**src/rtl/fe_pkg.sv**
```systemverilog
package fe_pkg;

  typedef enum logic [1:0] {
    RES_OK   = 2'd0,
    RES_FAIL = 2'd1,
    RES_PROT = 2'd2,
    RES_TMO  = 2'd3
  } fe_res_e;

  typedef enum logic [2:0] {
    CS_IDLE,
    CS_CHECK,
    CS_CMD,
    CS_POLL,
    CS_RST,
    CS_SETTLE
  } fe_cstate_e;

  typedef enum logic [2:0] {
    BP_IDLE,
    BP_SETUP,
    BP_PULSE,
    BP_HOLD,
    BP_READ
  } fe_bphase_e;

  localparam logic [7:0]  CMD_KEY_A     = 8'hAA;
  localparam logic [7:0]  CMD_KEY_B     = 8'h55;
  localparam logic [7:0]  CMD_ERASE_ARM = 8'h80;
  localparam logic [7:0]  CMD_SECT_GO   = 8'h30;
  localparam logic [7:0]  CMD_READ_MODE = 8'hF0;
  localparam logic [11:0] WA_KEY_A      = 12'h555;
  localparam logic [11:0] WA_KEY_B      = 12'h2AA;
  localparam int unsigned ST_DONE_BIT   = 7;
  localparam int unsigned ST_FAIL_BIT   = 5;
  localparam int unsigned CMD_STEPS     = 6;

endpackage

```
**src/rtl/fe_wait_cnt.sv**
```systemverilog
module fe_wait_cnt #(
  parameter int unsigned LIMIT = 16
) (
  input  logic clk,
  input  logic rst_n,
  input  logic run_i,
  output logic hit_o
);
  localparam int unsigned CW = $clog2(LIMIT + 1);

  logic [CW-1:0] cnt_q, cnt_d;
  logic          cnt_en;

  assign hit_o  = (cnt_q >= CW'(LIMIT));
  assign cnt_en = !run_i || !hit_o;

  always_comb begin
    if (!run_i) cnt_d = '0;
    else        cnt_d = cnt_q + 1'b1;
  end

  always_ff @(posedge clk or negedge rst_n) begin
    if (!rst_n)      cnt_q <= '0;
    else if (cnt_en) cnt_q <= cnt_d;
  end
endmodule

```
**src/rtl/fe_prot_chk.sv**
```systemverilog
module fe_prot_chk #(
  parameter int unsigned SECT_CNT = 8,
  parameter int unsigned SW       = 3
) (
  input  logic [SW-1:0]       first_i,
  input  logic [SW-1:0]       last_i,
  input  logic [SECT_CNT-1:0] mask_i,
  output logic                hit_o
);
  logic [SECT_CNT-1:0] in_rng;

  for (genvar i = 0; i < SECT_CNT; i++) begin : g_sect
    assign in_rng[i] = mask_i[i] && (SW'(i) >= first_i) && (SW'(i) <= last_i);
  end

  assign hit_o = |in_rng;
endmodule

```
**src/rtl/fe_bus_eng.sv**
```systemverilog
module fe_bus_eng
  import fe_pkg::*;
#(
  parameter int unsigned     ADDR_W     = 24,
  parameter int unsigned     DATA_W     = 16,
  parameter logic [ADDR_W-1:0] FLASH_BASE = '0,
  parameter int unsigned     T_SU       = 2,
  parameter int unsigned     T_WP       = 2,
  parameter int unsigned     T_HD       = 1,
  parameter int unsigned     T_ACC      = 2
) (
  input  logic              clk,
  input  logic              rst_n,
  input  logic              req_i,
  input  logic              req_wr_i,
  input  logic [ADDR_W-2:0] req_addr_i,
  input  logic [DATA_W-1:0] req_data_i,
  output logic              ack_o,
  output logic [DATA_W-1:0] rd_data_o,
  output logic [ADDR_W-1:0] fl_addr_o,
  output logic [DATA_W-1:0] fl_dq_o,
  output logic              fl_dq_oe_o,
  input  logic [DATA_W-1:0] fl_dq_i,
  output logic              fl_ce_n_o,
  output logic              fl_we_n_o,
  output logic              fl_oe_n_o
);
  localparam int unsigned TM1  = (T_SU > T_WP) ? T_SU : T_WP;
  localparam int unsigned TM2  = (T_HD > T_ACC) ? T_HD : T_ACC;
  localparam int unsigned TMAX = (TM1 > TM2) ? TM1 : TM2;
  localparam int unsigned CW   = $clog2(TMAX + 1);

  fe_bphase_e        ph_q, ph_d;
  logic [CW-1:0]     cnt_q, cnt_d;
  logic [ADDR_W-1:0] addr_q, addr_d;
  logic [DATA_W-1:0] data_q, data_d;
  logic [DATA_W-1:0] rd_q, rd_d;
  logic              ack_q, ack_d;

  always_comb begin
    ph_d   = ph_q;
    cnt_d  = cnt_q + 1'b1;
    addr_d = addr_q;
    data_d = data_q;
    rd_d   = rd_q;
    ack_d  = 1'b0;
    unique case (ph_q)
      BP_IDLE: begin
        cnt_d = '0;
        if (req_i) begin
          addr_d = FLASH_BASE + {req_addr_i, 1'b0};
          data_d = req_data_i;
          ph_d   = req_wr_i ? BP_SETUP : BP_READ;
        end
      end
      BP_SETUP: if (cnt_q == CW'(T_SU - 1)) begin
        ph_d  = BP_PULSE;
        cnt_d = '0;
      end
      BP_PULSE: if (cnt_q == CW'(T_WP - 1)) begin
        ph_d  = BP_HOLD;
        cnt_d = '0;
      end
      BP_HOLD: if (cnt_q == CW'(T_HD - 1)) begin
        ph_d  = BP_IDLE;
        cnt_d = '0;
        ack_d = 1'b1;
      end
      BP_READ: if (cnt_q == CW'(T_ACC - 1)) begin
        ph_d  = BP_IDLE;
        cnt_d = '0;
        rd_d  = fl_dq_i;
        ack_d = 1'b1;
      end
      default: ph_d = BP_IDLE;
    endcase
  end

  always_ff @(posedge clk or negedge rst_n) begin
    if (!rst_n) begin
      ph_q   <= BP_IDLE;
      cnt_q  <= '0;
      addr_q <= '0;
      data_q <= '0;
      rd_q   <= '0;
      ack_q  <= 1'b0;
    end else begin
      ph_q   <= ph_d;
      cnt_q  <= cnt_d;
      addr_q <= addr_d;
      data_q <= data_d;
      rd_q   <= rd_d;
      ack_q  <= ack_d;
    end
  end

  assign ack_o      = ack_q;
  assign rd_data_o  = rd_q;
  assign fl_addr_o  = addr_q;
  assign fl_dq_o    = data_q;
  assign fl_dq_oe_o = (ph_q == BP_SETUP) || (ph_q == BP_PULSE) || (ph_q == BP_HOLD);
  assign fl_ce_n_o  = (ph_q == BP_IDLE);
  assign fl_we_n_o  = (ph_q != BP_PULSE);
  assign fl_oe_n_o  = (ph_q != BP_READ);
endmodule

```
**src/rtl/fe_ctrl.sv**
```systemverilog
module fe_ctrl
  import fe_pkg::*;
#(
  parameter int unsigned SECT_CNT = 8,
  parameter int unsigned SW       = 3,
  parameter int unsigned WAW      = 23,
  parameter int unsigned DATA_W   = 16
) (
  input  logic                clk,
  input  logic                rst_n,
  input  logic                start_i,
  input  logic [SW-1:0]       first_i,
  input  logic [SW-1:0]       last_i,
  input  logic [SECT_CNT-1:0] protect_i,
  input  logic                prot_hit_i,
  input  logic                tmo_hit_i,
  input  logic                settle_hit_i,
  input  logic                ack_i,
  input  logic [DATA_W-1:0]   rd_data_i,
  input  logic [WAW-1:0]      sect_wofs_i,
  output logic [SW-1:0]       first_q_o,
  output logic [SW-1:0]       last_q_o,
  output logic [SECT_CNT-1:0] mask_q_o,
  output logic [SW-1:0]       cur_o,
  output logic                req_o,
  output logic                req_wr_o,
  output logic [WAW-1:0]      req_addr_o,
  output logic [DATA_W-1:0]   req_data_o,
  output logic                tmo_run_o,
  output logic                settle_run_o,
  output logic                busy_o,
  output logic                done_o,
  output logic [1:0]          result_o,
  output logic [SW-1:0]       fail_sect_o
);
  fe_cstate_e          st_q, st_d;
  logic [2:0]          step_q, step_d;
  logic [SW-1:0]       cur_q, cur_d;
  logic [SW-1:0]       first_q, first_d, last_q, last_d;
  logic [SECT_CNT-1:0] mask_q, mask_d;
  fe_res_e             out_q, out_d;
  fe_res_e             res_q, res_d;
  logic [SW-1:0]       fsect_q, fsect_d;
  logic                infl_q, infl_d;
  logic                done_q, done_d;
  logic                issue;

  assign issue = ((st_q == CS_CMD) || (st_q == CS_POLL) || (st_q == CS_RST)) && !infl_q;

  always_comb begin
    req_wr_o   = 1'b1;
    req_addr_o = WAW'(WA_KEY_A);
    req_data_o = '0;
    unique case (st_q)
      CS_CMD: begin
        unique case (step_q)
          3'd0:    req_data_o = DATA_W'(CMD_KEY_A);
          3'd1: begin
            req_addr_o = WAW'(WA_KEY_B);
            req_data_o = DATA_W'(CMD_KEY_B);
          end
          3'd2:    req_data_o = DATA_W'(CMD_ERASE_ARM);
          3'd3:    req_data_o = DATA_W'(CMD_KEY_A);
          3'd4: begin
            req_addr_o = WAW'(WA_KEY_B);
            req_data_o = DATA_W'(CMD_KEY_B);
          end
          default: begin
            req_addr_o = sect_wofs_i;
            req_data_o = DATA_W'(CMD_SECT_GO);
          end
        endcase
      end
      CS_POLL: begin
        req_wr_o   = 1'b0;
        req_addr_o = sect_wofs_i;
      end
      CS_RST:  req_data_o = DATA_W'(CMD_READ_MODE);
      default: req_data_o = '0;
    endcase
  end

  always_comb begin
    st_d    = st_q;
    step_d  = step_q;
    cur_d   = cur_q;
    first_d = first_q;
    last_d  = last_q;
    mask_d  = mask_q;
    out_d   = out_q;
    res_d   = res_q;
    fsect_d = fsect_q;
    done_d  = 1'b0;
    infl_d  = issue ? 1'b1 : (ack_i ? 1'b0 : infl_q);
    unique case (st_q)
      CS_IDLE: if (start_i) begin
        first_d = first_i;
        last_d  = last_i;
        mask_d  = protect_i;
        st_d    = CS_CHECK;
      end
      CS_CHECK: begin
        out_d = RES_OK;
        if (prot_hit_i) begin
          st_d   = CS_IDLE;
          res_d  = RES_PROT;
          done_d = 1'b1;
        end else if (first_q > last_q) begin
          st_d = CS_SETTLE;
        end else begin
          cur_d  = first_q;
          step_d = '0;
          st_d   = CS_CMD;
        end
      end
      CS_CMD: if (ack_i) begin
        if (step_q == 3'(CMD_STEPS - 1)) st_d = CS_POLL;
        else                             step_d = step_q + 1'b1;
      end
      CS_POLL: if (ack_i) begin
        if (rd_data_i[ST_DONE_BIT]) begin
          out_d = RES_OK;
          st_d  = CS_RST;
        end else if (rd_data_i[ST_FAIL_BIT]) begin
          out_d = RES_FAIL;
          st_d  = CS_RST;
        end else if (tmo_hit_i) begin
          out_d = RES_TMO;
          st_d  = CS_RST;
        end
      end
      CS_RST: if (ack_i) begin
        if (out_q != RES_OK) begin
          st_d    = CS_IDLE;
          res_d   = out_q;
          fsect_d = cur_q;
          done_d  = 1'b1;
        end else if (cur_q == last_q) begin
          st_d = CS_SETTLE;
        end else begin
          cur_d  = cur_q + 1'b1;
          step_d = '0;
          st_d   = CS_CMD;
        end
      end
      CS_SETTLE: if (settle_hit_i) begin
        st_d   = CS_IDLE;
        res_d  = RES_OK;
        done_d = 1'b1;
      end
      default: st_d = CS_IDLE;
    endcase
  end

  always_ff @(posedge clk or negedge rst_n) begin
    if (!rst_n) begin
      st_q    <= CS_IDLE;
      step_q  <= '0;
      cur_q   <= '0;
      first_q <= '0;
      last_q  <= '0;
      mask_q  <= '0;
      out_q   <= RES_OK;
      res_q   <= RES_OK;
      fsect_q <= '0;
      infl_q  <= 1'b0;
      done_q  <= 1'b0;
    end else begin
      st_q    <= st_d;
      step_q  <= step_d;
      cur_q   <= cur_d;
      first_q <= first_d;
      last_q  <= last_d;
      mask_q  <= mask_d;
      out_q   <= out_d;
      res_q   <= res_d;
      fsect_q <= fsect_d;
      infl_q  <= infl_d;
      done_q  <= done_d;
    end
  end

  assign first_q_o    = first_q;
  assign last_q_o     = last_q;
  assign mask_q_o     = mask_q;
  assign cur_o        = cur_q;
  assign req_o        = issue;
  assign tmo_run_o    = (st_q == CS_POLL);
  assign settle_run_o = (st_q == CS_SETTLE);
  assign busy_o       = (st_q != CS_IDLE);
  assign done_o       = done_q;
  assign result_o     = res_q;
  assign fail_sect_o  = fsect_q;
endmodule

```
**src/rtl/flash_erase_seq.sv**
```systemverilog
module flash_erase_seq #(
  parameter int unsigned ADDR_W     = 24,
  parameter int unsigned DATA_W     = 16,
  parameter int unsigned SECT_CNT   = 8,
  parameter logic [SECT_CNT*(ADDR_W-1)-1:0] SECT_WOFS = {
    23'h20000, 23'h18000, 23'h10000, 23'h08000,
    23'h04000, 23'h03000, 23'h02000, 23'h00000},
  parameter logic [ADDR_W-1:0] FLASH_BASE = '0,
  parameter int unsigned T_SU       = 2,
  parameter int unsigned T_WP       = 2,
  parameter int unsigned T_HD       = 1,
  parameter int unsigned T_ACC      = 2,
  parameter int unsigned TMO_CYC    = 4000,
  parameter int unsigned SETTLE_CYC = 500,
  localparam int unsigned SW        = (SECT_CNT > 1) ? $clog2(SECT_CNT) : 1
) (
  input  logic                clk,
  input  logic                rst_n,
  input  logic                start_i,
  input  logic [SW-1:0]       first_i,
  input  logic [SW-1:0]       last_i,
  input  logic [SECT_CNT-1:0] protect_i,
  output logic                busy_o,
  output logic                done_o,
  output logic [1:0]          result_o,
  output logic [SW-1:0]       fail_sect_o,
  output logic [ADDR_W-1:0]   fl_addr_o,
  output logic [DATA_W-1:0]   fl_dq_o,
  output logic                fl_dq_oe_o,
  input  logic [DATA_W-1:0]   fl_dq_i,
  output logic                fl_ce_n_o,
  output logic                fl_we_n_o,
  output logic                fl_oe_n_o
);
  localparam int unsigned WAW = ADDR_W - 1;

  logic                rst_s1, rst_sn;
  logic [SW-1:0]       first_q, last_q, cur;
  logic [SECT_CNT-1:0] mask_q;
  logic                prot_hit, tmo_hit, settle_hit, tmo_run, settle_run;
  logic                req, req_wr, ack;
  logic [WAW-1:0]      req_addr, sect_wofs;
  logic [DATA_W-1:0]   req_data, rd_data;

  always_ff @(posedge clk or negedge rst_n) begin
    if (!rst_n) begin
      rst_s1 <= 1'b0;
      rst_sn <= 1'b0;
    end else begin
      rst_s1 <= 1'b1;
      rst_sn <= rst_s1;
    end
  end

  assign sect_wofs = SECT_WOFS[int'(cur)*WAW +: WAW];

  fe_prot_chk #(.SECT_CNT(SECT_CNT), .SW(SW)) u_prot (
    .first_i (first_q),
    .last_i  (last_q),
    .mask_i  (mask_q),
    .hit_o   (prot_hit)
  );

  fe_wait_cnt #(.LIMIT(TMO_CYC)) u_tmo (
    .clk   (clk),
    .rst_n (rst_sn),
    .run_i (tmo_run),
    .hit_o (tmo_hit)
  );

  fe_wait_cnt #(.LIMIT(SETTLE_CYC)) u_settle (
    .clk   (clk),
    .rst_n (rst_sn),
    .run_i (settle_run),
    .hit_o (settle_hit)
  );

  fe_ctrl #(.SECT_CNT(SECT_CNT), .SW(SW), .WAW(WAW), .DATA_W(DATA_W)) u_ctrl (
    .clk          (clk),
    .rst_n        (rst_sn),
    .start_i      (start_i),
    .first_i      (first_i),
    .last_i       (last_i),
    .protect_i    (protect_i),
    .prot_hit_i   (prot_hit),
    .tmo_hit_i    (tmo_hit),
    .settle_hit_i (settle_hit),
    .ack_i        (ack),
    .rd_data_i    (rd_data),
    .sect_wofs_i  (sect_wofs),
    .first_q_o    (first_q),
    .last_q_o     (last_q),
    .mask_q_o     (mask_q),
    .cur_o        (cur),
    .req_o        (req),
    .req_wr_o     (req_wr),
    .req_addr_o   (req_addr),
    .req_data_o   (req_data),
    .tmo_run_o    (tmo_run),
    .settle_run_o (settle_run),
    .busy_o       (busy_o),
    .done_o       (done_o),
    .result_o     (result_o),
    .fail_sect_o  (fail_sect_o)
  );

  fe_bus_eng #(
    .ADDR_W(ADDR_W), .DATA_W(DATA_W), .FLASH_BASE(FLASH_BASE),
    .T_SU(T_SU), .T_WP(T_WP), .T_HD(T_HD), .T_ACC(T_ACC)
  ) u_bus (
    .clk        (clk),
    .rst_n      (rst_sn),
    .req_i      (req),
    .req_wr_i   (req_wr),
    .req_addr_i (req_addr),
    .req_data_i (req_data),
    .ack_o      (ack),
    .rd_data_o  (rd_data),
    .fl_addr_o  (fl_addr_o),
    .fl_dq_o    (fl_dq_o),
    .fl_dq_oe_o (fl_dq_oe_o),
    .fl_dq_i    (fl_dq_i),
    .fl_ce_n_o  (fl_ce_n_o),
    .fl_we_n_o  (fl_we_n_o),
    .fl_oe_n_o  (fl_oe_n_o)
  );
endmodule

```
**config.mk**
```make
export PLATFORM = sky130hd
export DESIGN_NAME = flash_erase_seq
export DESIGN_NICKNAME = d
export VERILOG_FILES = /design/src/rtl/fe_pkg.sv /design/src/rtl/fe_wait_cnt.sv /design/src/rtl/fe_prot_chk.sv /design/src/rtl/fe_bus_eng.sv /design/src/rtl/fe_ctrl.sv /design/src/rtl/flash_erase_seq.sv
export SDC_FILE = /design/constraint.sdc
export NUM_CORES = 1
export LEC_CHECK = 0
export CAP_MARGIN = 0
export CELL_PAD_IN_SITES_DETAIL_PLACEMENT = 1
export CELL_PAD_IN_SITES_GLOBAL_PLACEMENT = 2
export CORE_MARGIN = 8
export CORE_UTILIZATION = 32
export DETAILED_ROUTE_END_ITERATION = 6
export PLACE_DENSITY_LB_ADDON = 0.1
export SETUP_SLACK_MARGIN = 0.4
export SYNTH_ARGS = -nofsm -noshare
export SYNTH_HDL_FRONTEND = slang
export SYNTH_SLANG_ARGS = --single-unit
```
**constraint.sdc**
```tcl
create_clock -name clk -period 3 [get_ports clk]
set_input_delay 0.3 -clock clk [delete_from_list [all_inputs] [get_ports clk]]
set_output_delay 0.3 -clock clk [all_outputs]
set_load 0.02 [all_outputs]
```
==> results by stage, run 1 <==
Status:
- The run finished with clean final reports.

Floorplan:
- The die covers about 17000 um2.
- In this run the core area contains 42 standard-cell rows.
- The die is 131 um wide.
- The effective utilization at floorplan is between 30% and 40%.
- Pin placement for this block handled 84 I/O pins.
- In this run the vertical extent of the chip is around 130 um.
- The floorplan step defined a core boundary enclosing ~13000 um2.

Routing:
- The number of remaining DRC errors is 0.
- The number of iterations in the first detailed-routing pass is 4.
- In the final routed layout, each cell accounts on average for 15.6 um.
- After detailed routing, the number of vias per cell comes to a little under 5.
- The initial detailed-routing violation count is 126.
- Once detail routing completed, the nets flagged for antenna violations numbered 0.
- After detailed routing, the total wire length is 10200 um.
- The overall via count from detail_route is 3163.

Global routing:
- Entering global routing, the biggest net connects 76 pins.
- The number of antenna violations at the first check in global routing is 0.
- The overall overflow remaining after global route is 0.
- The total track usage is 12.6%.
- The number of global-route vias before repair was 3448.
- The first-pass GRT wire length is roughly 18000 um.

Worst setup path:
- At the worst endpoint, the arrival time is 2.62 ns.
- In this design, the stage delay of the slowest critical-path cell is 0.48 ns.
- The library cell contributing the largest single delay on the critical path is dfrtp_1.
- The number of buffer and inverter stages on the critical path is 1.
- At the worst endpoint, the required time is 3.22 ns.
- The worst register-to-register path begins at u_ctrl.last_q_o[1]$_DFFE_PN0P_.
- The family with the most delay on the worst path is compound AO/OA/AOI/OAI gates.
- By startpoint and endpoint, the worst setup path is classified as reg -> reg.
- In this run the worst setup path begins at u_ctrl.last_q_o[1]$_DFFE_PN0P_.
- Walking the worst path, the cells encountered are inv_1, ha_1, nor2b_1, o21a_1, o21ai_0, a31oi_1, a311o_1, mux2_2.
- The maximum net fanout on the critical path is 6.
- The worst setup path is launched from a flip-flop.
- STA classifies the critical path endpoint as a flip-flop.

Yosys:
- Counting distinct cell types in the post-synthesis netlist gives 60.
- The post-synthesis instance area is 4250 um2.
- The async set-reset flop share out of synthesis is 100%.
- For this run, the leading register cell type out of synthesis is dfrtp_1.
- The synthesized flop and latch total is between 70 and 80.
- The synthesized design devotes to its leading area cell type about 45% of total area.
- After synthesis, the cell types taking the most area are dfrtp_1, ha_1, buf_4, mux2_2, nand2_1.
- Sorting the synthesized cells by how often they occur yields dfrtp_1, nand2_1, nor2_1, buf_4.
- Summed over all instances, the cell type with the most area after synthesis is dfrtp_1.
- In this run, synthesis inferred 0 flip-flops with an integrated enable.
- The sequential element share of the synthesized area is ~45%.
- Yosys printed 0 warnings.
- The most frequent cell after synthesis is dfrtp_1.
- Synthesis produced a netlist whose cell count is 429.
- Averaged over all synthesized cells, the footprint is 9.90 um2.

Power:
- The standby leakage power is around 2.3 nW.
- The power density over the cells is 888 nW/um2.
- The total power is around 4.6 mW.
- The maximum vdd ir drop is 0.503 mV.

Timing:
- The worst slew slack as a fraction of its limit is 34.8%.
- Across the routed clock network, the largest skew measured is 0.00718 ns.
- The number of failing hold endpoints at the final stage is 0.
- Setup repair after global routing left no endpoint under its margin.
- In the final timing run, aggregate negative setup slack is 0 ns.
- At the pin with the least slew margin, the transition time is slightly below 1 ns.
- The number of pins with negative max-slew slack in the final report is 0.
- The final worst-path cycle share is 79.8%.
- The worst path in the final design needs a cycle of 2.39 ns, including I/O delays and setup.
- The highest clock frequency the design can meet is 0.418 GHz.
- Setup violations remaining at the end of the flow were counted as 0.

Clock tree:
- The clock net sink count is between 70 and 80.
- The clock root buffer is clkbuf_16.
- No sink is reached through more buffers than the 2 on the longest clock path.
- The clock-pin slew reported for the worst setup and hold paths after clock tree synthesis is 0.06 ns.
- Gates resized during post-CTS repair numbered 0.
- In this run the number of H-tree levels came out at 3.
- After clock tree synthesis, the flow added hold-fix buffers numbering 0.
- Once the clock tree was built, the setup fixing pass inserted 0 buffers.
- Buffers inserted during clock tree synthesis total 9.
- The insertion delay of the later-clocked pin in the worst-skew pair is between 0.3 and 0.4 ns.
- The TritonCTS clock tree is built.

Finish:
- The net count of the finished layout is about 530.
- The utilization after layout is between 30% and 40%.
- The antenna diode count is 0.
- The post-route netlist has 11.3% of its cells at a drive strength greater than 1.
- From synthesis to final layout, the design area changed by 22.5%.

Placement:
- Routability-driven placement finished with a final weighted congestion of 0.712.
- The post-detailed-placement half-perimeter wirelength is 7400 um.
- The number of I/O port buffers is 54.

Hold path:
- The path class of the tightest hold or removal check is in -> async.

Flow run:
- Across the run, the number of max-cap violations was 0.
## area by class of cell
cell class                      count  area, um2
Clock buffer                       12        256
Clock inverter                      4       95.1
Fill cell                        1456       7880
Inverter                           22       82.6
Multi-Input combinational cell    303       2030
Sequential cell                    77       1930
Tap cell                          176        220
Timing Repair Buffer               61        593
## stage by stage
| step | cell area (um2) | setup slack [ns] | std cells | hold WS, ns |
|---|---|---|---|---|
| floorplan | 4300 | 0.697 | 443 | 0.00441 |
| global placement | 4850 | 0.640 | 639 | 0.336 |
| detailed placement | 4850 | 0.630 | 639 | 0.345 |
| CTS | 5200 | 0.607 | 655 | 0.100 |
| global route | 5200 | 0.408 | 655 | 0.103 |
| finish | 5200 | 0.606 | 655 | 0.116 |
## flip-flops by register name, summed over array words and instances (netlist names), 3 cells and up
signal              cells
u_ctrl.cur_o            3
u_tmo.cnt_q            12
u_bus.ph_q              3
u_ctrl.step_q           3
u_ctrl.first_q_o        3
u_ctrl.mask_q_o         8
u_bus.fl_dq_o           6
u_ctrl.st_q             3
u_settle.cnt_q          9
u_ctrl.last_q_o         3
u_bus.fl_addr_o         8
u_ctrl.fail_sect_o      3
## logic make-up (layout without fill, tap and decap cells)
family                     after synthesis  count (layout)  share of synthesized area (%)
muxes                                   20              20                           5.28
and+or+nand+nor                        141             141                           16.7
adders and majority gates               20              20                           5.84
AOI/OAI and AO/OA                       88              88                           14.8
other                                    2              16                          0.177
DFF                                     77              77                           45.4
buffers and inverters                   63              99                           8.10
xor gates and xnor gates                18              18                           3.71
## layout by cell type (no fill, tap or decap), drive strengths merged, types with 9 or more instances in the layout
cell | synthesis | routed
a21oi | 15 | 15
and3 | 9 | 9
clkbuf | 9 | 12
clkdlybuf4s50 | 0 | 54
conb | 2 | 16
dfrtp | 77 | 77
ha | 19 | 19
inv | 22 | 22
mux2 | 19 | 19
nand2 | 38 | 38
nand3 | 18 | 18
nor2 | 38 | 38
o21ai | 22 | 22
xor2 | 12 | 12
## report_power, final
| group | total (mW) | internal, mW | switching [mW] |
|---|---|---|---|
| Sequential | 1.62 | 1.27 | 0.341 |
| Clock | 1.28 | 0.857 | 0.425 |
| Combinational | 1.72 | 0.822 | 0.903 |
## routing by layer
| metal | vias up | GRT usage (%) | share of wire (%) |
|---|---|---|---|
| met4 | 0 | 4.84 | 1.5 |
| met2 | 39 | 21.3 | 51 |
| met5 | - | 0 | 0 |
| li1 | 1546 | - | - |
| met3 | 10 | 3.70 | 3.4 |
| met1 | 1568 | 14.9 | 45 |
## worst paths after layout
path | slack (ns) | end | cells past startpoint
min in group clk | 0.35 | rst_sn$_DFF_PN0_ | 0
setup / recovery | 0.61 | u_ctrl.step_q[0]$_DFFE_PN0P_ | 8
setup reg to reg | 0.61 | u_ctrl.step_q[0]$_DFFE_PN0P_ | 8
max in group asynchronous | 1.86 | u_ctrl.mask_q_o[3]$_DFFE_PN0P_ | 1
hold reg to reg | 0.35 | rst_sn$_DFF_PN0_ | 0
hold / removal | 0.12 | rst_s1$_DFF_PN0_ | 1
(Power assumes the default switching activity.)
==> inputs of run 2 (changes only) <==
--- a/config.mk
+++ b/config.mk
@@ -9,7 +9,7 @@
 export CELL_PAD_IN_SITES_DETAIL_PLACEMENT = 1
 export CELL_PAD_IN_SITES_GLOBAL_PLACEMENT = 2
 export CORE_MARGIN = 8
-export CORE_UTILIZATION = 32
+export CORE_UTILIZATION = 29
 export DETAILED_ROUTE_END_ITERATION = 6
 export PLACE_DENSITY_LB_ADDON = 0.1
 export SETUP_SLACK_MARGIN = 0.4
==> constraint.sdc (replaced) <==
create_clock -name clk -period 1.9 [get_ports clk]
set_input_delay 0.19 -clock clk [delete_from_list [all_inputs] [get_ports clk]]
set_output_delay 0.19 -clock clk [all_outputs]
set_load 0.02 [all_outputs]
==> run 2 against run 1 <==
The run now ends with setup timing left. Final area grew 27%. Die area grew 9.1%. Clock power grew 58%.
==> results by stage, run 2 (synthesis gave the netlist of run 1 again) <==
Global routing:
- The routing usage on met3 is 3.96% (+0.27 points).
- The overall overflow remaining after global route is 0 (unchanged).
- The global routing usage on met2 is 23.0% (+1.6 points).
- The met1 routing resource usage after global routing came to 16.4% (+1.6 points).
- The first-pass GRT wire length came to 20100 um (+13%).
- The number of global-route vias before repair was 3911 (+13%).
- The number of antenna violations at the first check in global routing came to 0 (unchanged).
- The largest net degree at the start of global routing is 32 (-58%).
- The layer carrying the most global-route usage is met2.
- The total track usage is 13.6% (+0.97 points).

Finish:
- The fraction of layout cells with a size suffix above 1 came to 42.2% (+31 points).
- In the layout the commonest cells are buf_4, dfrtp_1, dlygate4sd2_1.
- The most common cell after layout, fill and taps aside is buf_4.
- The multi-input logic area is 2570 um2 (+27%).
- The final instance area was 6610 um2 (+27%).
- The total of fill cells in the finished design is 1607 (+10%).
- The largest registers in the layout are u_tmo.cnt_q (12), u_settle.cnt_q (9).
- The register with the most flip-flops in the final layout is u_tmo.cnt_q.
- Relative to the synthesized area, the layout overhead comes to 55.6%.
- The number of flip-flops under the largest register name was 12 (unchanged).
- The register area is 1940 um2 (+0.78%).
- The count of nets after finishing is 618 (+17%).
- The antenna diode count came to 0 (unchanged).

Worst setup path:
- The maximum net fanout on the critical path was 4 (-2).
- STA classifies the critical path endpoint as a flip-flop.
- The worst path arrival time is 2.22 ns (-0.40 ns).
- The critical path data required time came to 2.13 ns (-1.09 ns).
- The classification of the worst setup path is reg -> reg.
- STA classifies the critical path startpoint as a flip-flop.

Placement:
- The routability-driven placement congestion ratio is 0.757 (+6.4%).
- The pre-CTS worst setup slack is -0.0995 ns (-0.730 ns).
- The post-placement cell area is 5290 um2 (+9.0%).
- The number of I/O port buffers is 54 (unchanged).
- The post-detailed-placement half-perimeter wirelength is 8320 um (+12%).

Clock tree:
- The insertion delay of the later-clocked pin in the worst-skew pair came to 0.35 ns (about the same).
- The total number of H-tree levels is 3 (unchanged).
- The clock-pin slew reported for the worst setup and hold paths after clock tree synthesis is 0.06 ns (about the same).
- The number of buffers on the longest clock path is 2 (unchanged).
- The clock net sink count is 77 (unchanged).
- CTS placed an instance of clkbuf_16 at the clock tree root.
- The number of clock buffers inserted by TritonCTS is 9 (unchanged).
- TritonCTS built the clock tree.

Timing:
- The shortest period the worst path allows came to 1.98 ns (-0.410 ns).
- The sum of negative setup slack is -0.106 ns (-0.106 ns).
- The highest clock frequency the design can meet is 0.504 GHz (+21%).
- The transition time of the tightest slew-check pin came to 0.569 ns (-0.409 ns).
- The number of pins with negative max-slew slack in the final report is 0 (unchanged).
- The worst slew slack as a fraction of its limit is 62.1% (+27 points).
- The worst-case hold slack is 0.258 ns (+0.142 ns).
- The setup-violating endpoint count in the final report was 2 (+2).
- The final worst-path cycle share is 104% (+25 points).
- The number of failing hold endpoints at the final stage was 0 (unchanged).
- The setup clock skew after layout is 0.00882 ns (+0.00164 ns).
- The final worst setup slack was -0.0835 ns (-0.690 ns).
- Setup repair after global routing could not meet its margin everywhere.

Power:
- The maximum vdd ir drop was 0.588 mV (+17%).
- The power density over the cells is 1410 nW/um2 (+58%).
- The standby leakage power is 3.04 nW (+34%).

Routing:
- The wire length reported by the detailed router was 12400 um (+22%).
- The initial detailed-routing violation count is 129 (+2.4%).
- The number of iterations in the first detailed-routing pass is 4 (unchanged).
- The count of nets left with antenna violations after detail routing is 0 (unchanged).
- The mean number of vias per cell is 4.75 (-1.5%).
- The average wire per cell in the routed design came to 16.5 um (+5.5%).
- The number of remaining DRC errors is 0 (unchanged).
- The overall via count from detail_route is 3590 (+13%).

Floorplan:
- The total I/O pin count is 84 (unchanged).
- The effective utilization at floorplan is 29.4% (-3.0 points).
- The die footprint came to 18800 um2 (+9.1%).
- The x dimension of the die was 137 um (+4.4%).
- The standard-cell row count is 44 (+4.8%).
- The height of the chip is 137 um (+4.4%).
- The area of the core was 14400 um2 (+10%).

Status:
- The checks that failed: setup timing.
- The flow ran to the end, but the final reports show violations.

Hold path:
- The tightest min-delay check is of the reg -> async type.

Flow run:
- The count of max-cap constraint violations is 0 (unchanged).
run 2: changes by cell type in the layout (fill, tap and decap cells not counted), moves of 11 or more:
cell and change:
nor2_1 -15, clkdlybuf4s50_1 -35, dlygate4sd2_1 +30, mux2_2 -15
dfrtp_2 +12, nand2_2 +11, dfrtp_1 -12, buf_6 +27
mux2_4 +17, nand2_1 -16, buf_4 +59, o21ai_0 -13
run 2: through the flow:
| step | utilization (%) | std cells | power, mW |
|---|---|---|---|
| detailed placement | 36.7 | 685 | 6.12 |
| global placement | 36.7 | 685 | 6.05 |
| global route | 45.8 | 755 | 9.93 |
| floorplan | - | 443 | 4.77 |
| CTS | 42.4 | 729 | 8.91 |
| finish | 45.8 | 755 | 9.30 |
run 2: area by class of cell:
class / instances / area share [%]
Clock buffer: 12 / 3.73
Multi-Input combinational cell: 303 / 39.0
Clock inverter: 4 / 1.44
Sequential cell: 77 / 29.4
Timing Repair Buffer: 153 / 21.7
Inverter: 22 / 1.25
Tap cell: 184 / 3.48
run 2: critical path: stages (launching register included):
cell	delay [ns]
dfrtp_2	0.41
inv_2	0.08
ha_4	0.20
nor2b_4	0.12
o21a_1	0.17
o21ai_2	0.18
a31oi_1	0.12
a311o_1	0.32
mux2_4	0.27
run 2: path summary, 6_finish.rpt:
path | startpoint | to | slack [ns] | depth (start not counted)
min in group clk | rst_s1$_DFF_PN0_ | rst_sn$_DFF_PN0_ | 0.35 | 0
min reg2reg | rst_sn$_DFF_PN0_ | u_bus.fl_addr_o[10]$_DFFE_PN0P_ | 0.26 | 0
max | u_ctrl.last_q_o[1]$_DFFE_PN0P_ | u_ctrl.step_q[0]$_DFFE_PN0P_ | -0.08 | 8
min | rst_sn$_DFF_PN0_ | u_bus.fl_addr_o[10]$_DFFE_PN0P_ | 0.26 | 0
max in group asynchronous | rst_sn$_DFF_PN0_ | u_settle.cnt_q[3]$_DFFE_PN0N_ | 1.05 | 1
max reg2reg | u_ctrl.last_q_o[1]$_DFFE_PN0P_ | u_ctrl.step_q[0]$_DFFE_PN0P_ | -0.08 | 8
run 2: power by group:
part / switching [mW] / total (mW) / leakage [nW] / internal (mW)
registers: 0.395 / 2.42 / 0.997 / 2.03
logic: 2.28 / 4.86 / 1.88 / 2.58
clock network: 0.699 / 2.02 / 0.167 / 1.32
run 2: what timing repair did:
item,in CTS,in global routing
resized for setup,133,77
hold buffers,1,0
gates cloned,1,0
pin swaps,22,21
setup endpoints to repair,98,66
endpoints found under the hold margin,2,0
setup buffers,26,26
run 2: metal layers:
layer | wire length (um) | up-vias | share of wire, %
met5 | 0 | - | 0
met4 | 157 | 0 | 1.3
met3 | 393 | 11 | 3.2
met2 | 6550 | 37 | 53
met1 | 5340 | 1815 | 43
li1 | - | 1727 | -
==> inputs of run 3 (changes only) <==
--- a/config.mk
+++ b/config.mk
@@ -16,3 +16,4 @@
 export SYNTH_ARGS = -nofsm -noshare
 export SYNTH_HDL_FRONTEND = slang
 export SYNTH_SLANG_ARGS = --single-unit
+export TNS_END_PERCENT = 5
==> run 3 against run 2 <==
The flow still finishes with violations (setup timing). Die area stayed put. Power is 17% lower. Cell count is 6.2% lower. Sequential share of layout area is 4.6 points higher. Clock power is 23% lower.
==> results by stage, run 3 (synthesis gave the netlist of run 1 again) <==
Status:
- The run finished, with violations left.
- The final reports fail on setup timing.

Clock tree:
- The insertion delay of the later-clocked pin in the worst-skew pair is 0.34 ns (about the same).
- The number of clock buffers inserted by TritonCTS was 9 (unchanged).
- The total number of H-tree levels is 3 (unchanged).
- The TritonCTS clock tree is built.
- The number of buffers on the longest clock path is 2 (unchanged).
- The clock root buffer is clkbuf_16.
- The clock net sink count is 77 (unchanged).
- The clock-pin slew reported for the worst setup and hold paths after clock tree synthesis is 0.06 ns (about the same).

Routing:
- The mean number of vias per cell came to 4.82 (+1.3%).
- The number of remaining DRC errors came to 0 (unchanged).
- The detailed-routed wire length on met3 is 457 um (+16%).
- The average wire per cell in the routed design is 15.7 um (-4.6%).
- The count of nets left with antenna violations after detail routing came to 0 (unchanged).
- The wire length reported by the detailed router is 11100 um (-11%).
- Routed signal wires occupy layers up through met4.
- The initial detailed-routing violation count came to 102 (-21%).
- The wire length on met1 came to 5010 um (-6.1%).
- The length of routed met2 wiring was 5550 um (-15%).
- The number of iterations in the first detailed-routing pass is 4 (unchanged).
- The overall via count from detail_route is 3410 (-5.0%).

Finish:
- The growth of design area from synthesis to finish is 33.9%.
- The final instance area is 5680 um2 (-14%).
- The number of flip-flops under the largest register name is 12 (unchanged).
- In the final layout, the registers with the most flip-flops are u_tmo.cnt_q (12), u_settle.cnt_q (9).
- The register containing the most flip-flops in the final layout is u_tmo.cnt_q.
- Leaving out fill and tap cells, the most frequent cell in the layout is dfrtp_1.
- The fraction of layout cells with a size suffix above 1 is 25.4% (-17 points).
- The count of nets after finishing is 572 (-7.4%).
- The utilization after layout is 39.4% (-6.4 points).
- The antenna diode count is 0 (unchanged).
- The non-filler instance count after layout is 708 (-6.2%).
- Leaving out fill and tap cells, the most frequent cells in the layout are dfrtp_1, buf_4, nand2_1.

Timing:
- The number of failing hold endpoints at the final stage is 0 (unchanged).
- The final worst-path cycle share came to 104% (-0.79 points).
- The worst-case hold slack is 0.301 ns (+0.0427 ns).
- The setup-violating endpoint count in the final report came to 2 (unchanged).
- The setup clock skew after layout was 0.00785 ns (-0.000966 ns).
- Setup repair after global routing could not meet its margin everywhere.
- The shortest period the worst path allows is 1.97 ns (-0.0149 ns).
- The final worst setup slack came to -0.0685 ns (+0.0149 ns).
- The number of pins with negative max-slew slack in the final report is 0 (unchanged).
- The highest clock frequency the design can meet is 0.508 GHz (+0.76%).

Placement:
- The routability-driven placement congestion ratio is 0.784 (+3.6%).
- The number of I/O port buffers is 54 (unchanged).
- The post-placement cell area is 5190 um2 (-1.8%).
- The post-detailed-placement half-perimeter wirelength is 8030 um (-3.5%).
- The pre-CTS worst setup slack is -0.206 ns (-0.106 ns).
- The number of cells in the design after placement is 688 (+0.44%).

Worst setup path:
- The peak per-stage delay on the critical path is 0.38 ns (-0.03 ns).
- The classification of the worst setup path is reg -> reg.
- The critical path data required time came to 2.13 ns (about the same).
- The kind of start point of the critical path is a flip-flop.
- The cell depth of the worst flop-to-flop path is 9 (+1).
- The endpoint of the worst register-to-register path is u_ctrl.step_q[0]$_DFFE_PN0P_.
- Traced cell by cell, the critical path runs through inv_2, ha_4, nor2b_4, o21a_1, o21ai_2, buf_4, a31oi_1, a311o_1, mux2_2.
- The register-to-register path setup slack was -0.07 ns (about the same).
- The maximum net fanout on the critical path came to 3 (-1).
- The worst path arrival time is 2.20 ns (-0.02 ns).
- The library cell contributing the largest single delay on the critical path is dfrtp_1.
- The startpoint identified for the worst register-to-register timing path is u_ctrl.last_q_o[1]$_DFFE_PN0P_.
- The worst setup path is captured at a flip-flop.

Hold path:
- The worst min-delay path category is reg -> async.

Global routing:
- The largest net degree at the start of global routing is 76 (+140%).
- The total track usage was 12.7% (-0.92 points).
- The number of antenna violations at the first check in global routing is 0 (unchanged).
- The overall overflow remaining after global route was 0 (unchanged).
- The first-pass GRT wire length was 18700 um (-7.0%).
- The number of global-route vias before repair is 3657 (-6.5%).

Floorplan:
- The effective utilization at floorplan came to 29.4% (unchanged).
- The height of the chip is 137 um (unchanged).
- The standard-cell row count is 44 (unchanged).
- The die footprint is 18800 um2 (unchanged).
- The total I/O pin count is 84 (unchanged).
- The x dimension of the die is 137 um (unchanged).
- The area of the core came to 14400 um2 (unchanged).

Power:
- The power density over the cells is 1360 nW/um2 (-3.3%).
- The maximum vdd ir drop is 0.529 mV (-10%).
- The standby leakage power is 2.58 nW (-15%).

Flow run:
- The count of max-cap constraint violations was 0 (unchanged).
[run 3: final cells by class]
type                       count  area, um2
fill                        1658       8740
multi-input combinational    303       2240
sequential                    77       1930
timing repair buffer         107        935
clock buffer                  13        250
tap                          184        230
inverter                      22       82.6
clock inverter                 2       10.0
[run 3: repair_timing]
| action | in CTS | in global routing |
|---|---|---|
| hold endpoints to repair | 2 | 0 |
| pin swaps | 16 | 10 |
| setup endpoints to repair | 96 | 66 |
| buffers inserted | 3 | 1 |
| resized for setup | 81 | 17 |
| hold buffers | 1 | 0 |
[run 3: how the worst max path moves through the flow]
stage | start | to | slack [ns]
6_report | u_ctrl.last_q_o[1]$_DFFE_PN0P_ | u_ctrl.step_q[0]$_DFFE_PN0P_ | -0.07
5_1_grt | u_ctrl.last_q_o[1]$_DFFE_PN0P_ | u_ctrl.step_q[0]$_DFFE_PN0P_ | -0.14
4_1_cts | u_ctrl.last_q_o[1]$_DFFE_PN0P_ | u_ctrl.step_q[0]$_DFFE_PN0P_ | -0.08
3_5_place_dp | u_ctrl.last_q_o[1]$_DFFE_PN0P_ | u_ctrl.step_q[0]$_DFFE_PN0P_ | -0.21
3_3_place_gp | u_ctrl.first_q_o[1]$_DFFE_PN0P_ | u_ctrl.step_q[0]$_DFFE_PN0P_ | -0.15
2_1_floorplan | u_ctrl.last_q_o[1]$_DFFE_PN0P_ | u_ctrl.step_q[0]$_DFFE_PN0P_ | -0.26
[run 3: worst max-delay path, delay by kind of cell (launching register included)]
kind,cells,cell delay (ns)
mux,1,0.27
buf+inv,2,0.21
flops,1,0.38
compound gates,4,0.68
fa+ha+maj,1,0.20
simple gates,1,0.11
[run 3: stage by stage]
stage | setup TNS (ns) | total power, mW
finish | -0.0755 | 7.73
global route | -1.12 | 8.35
CTS | -0.0884 | 7.78
detailed placement | -0.590 | 5.93
global placement | -0.317 | 5.86
floorplan | -0.737 | 4.48
[run 3: report_power, final]
part           switching (mW)  total [mW]  internal (mW)
combinational            1.91        3.79           1.88
clock                   0.654        1.56          0.910
sequential              0.359        2.38           2.02
total                    2.92        7.73           4.81
[run 3: per-layer routing]
layer	track usage (%)	vias up
li1	-	1643
met4	3.26	0
met1	14.8	1714
met2	21.9	41
met3	4.26	12
met5	0	-
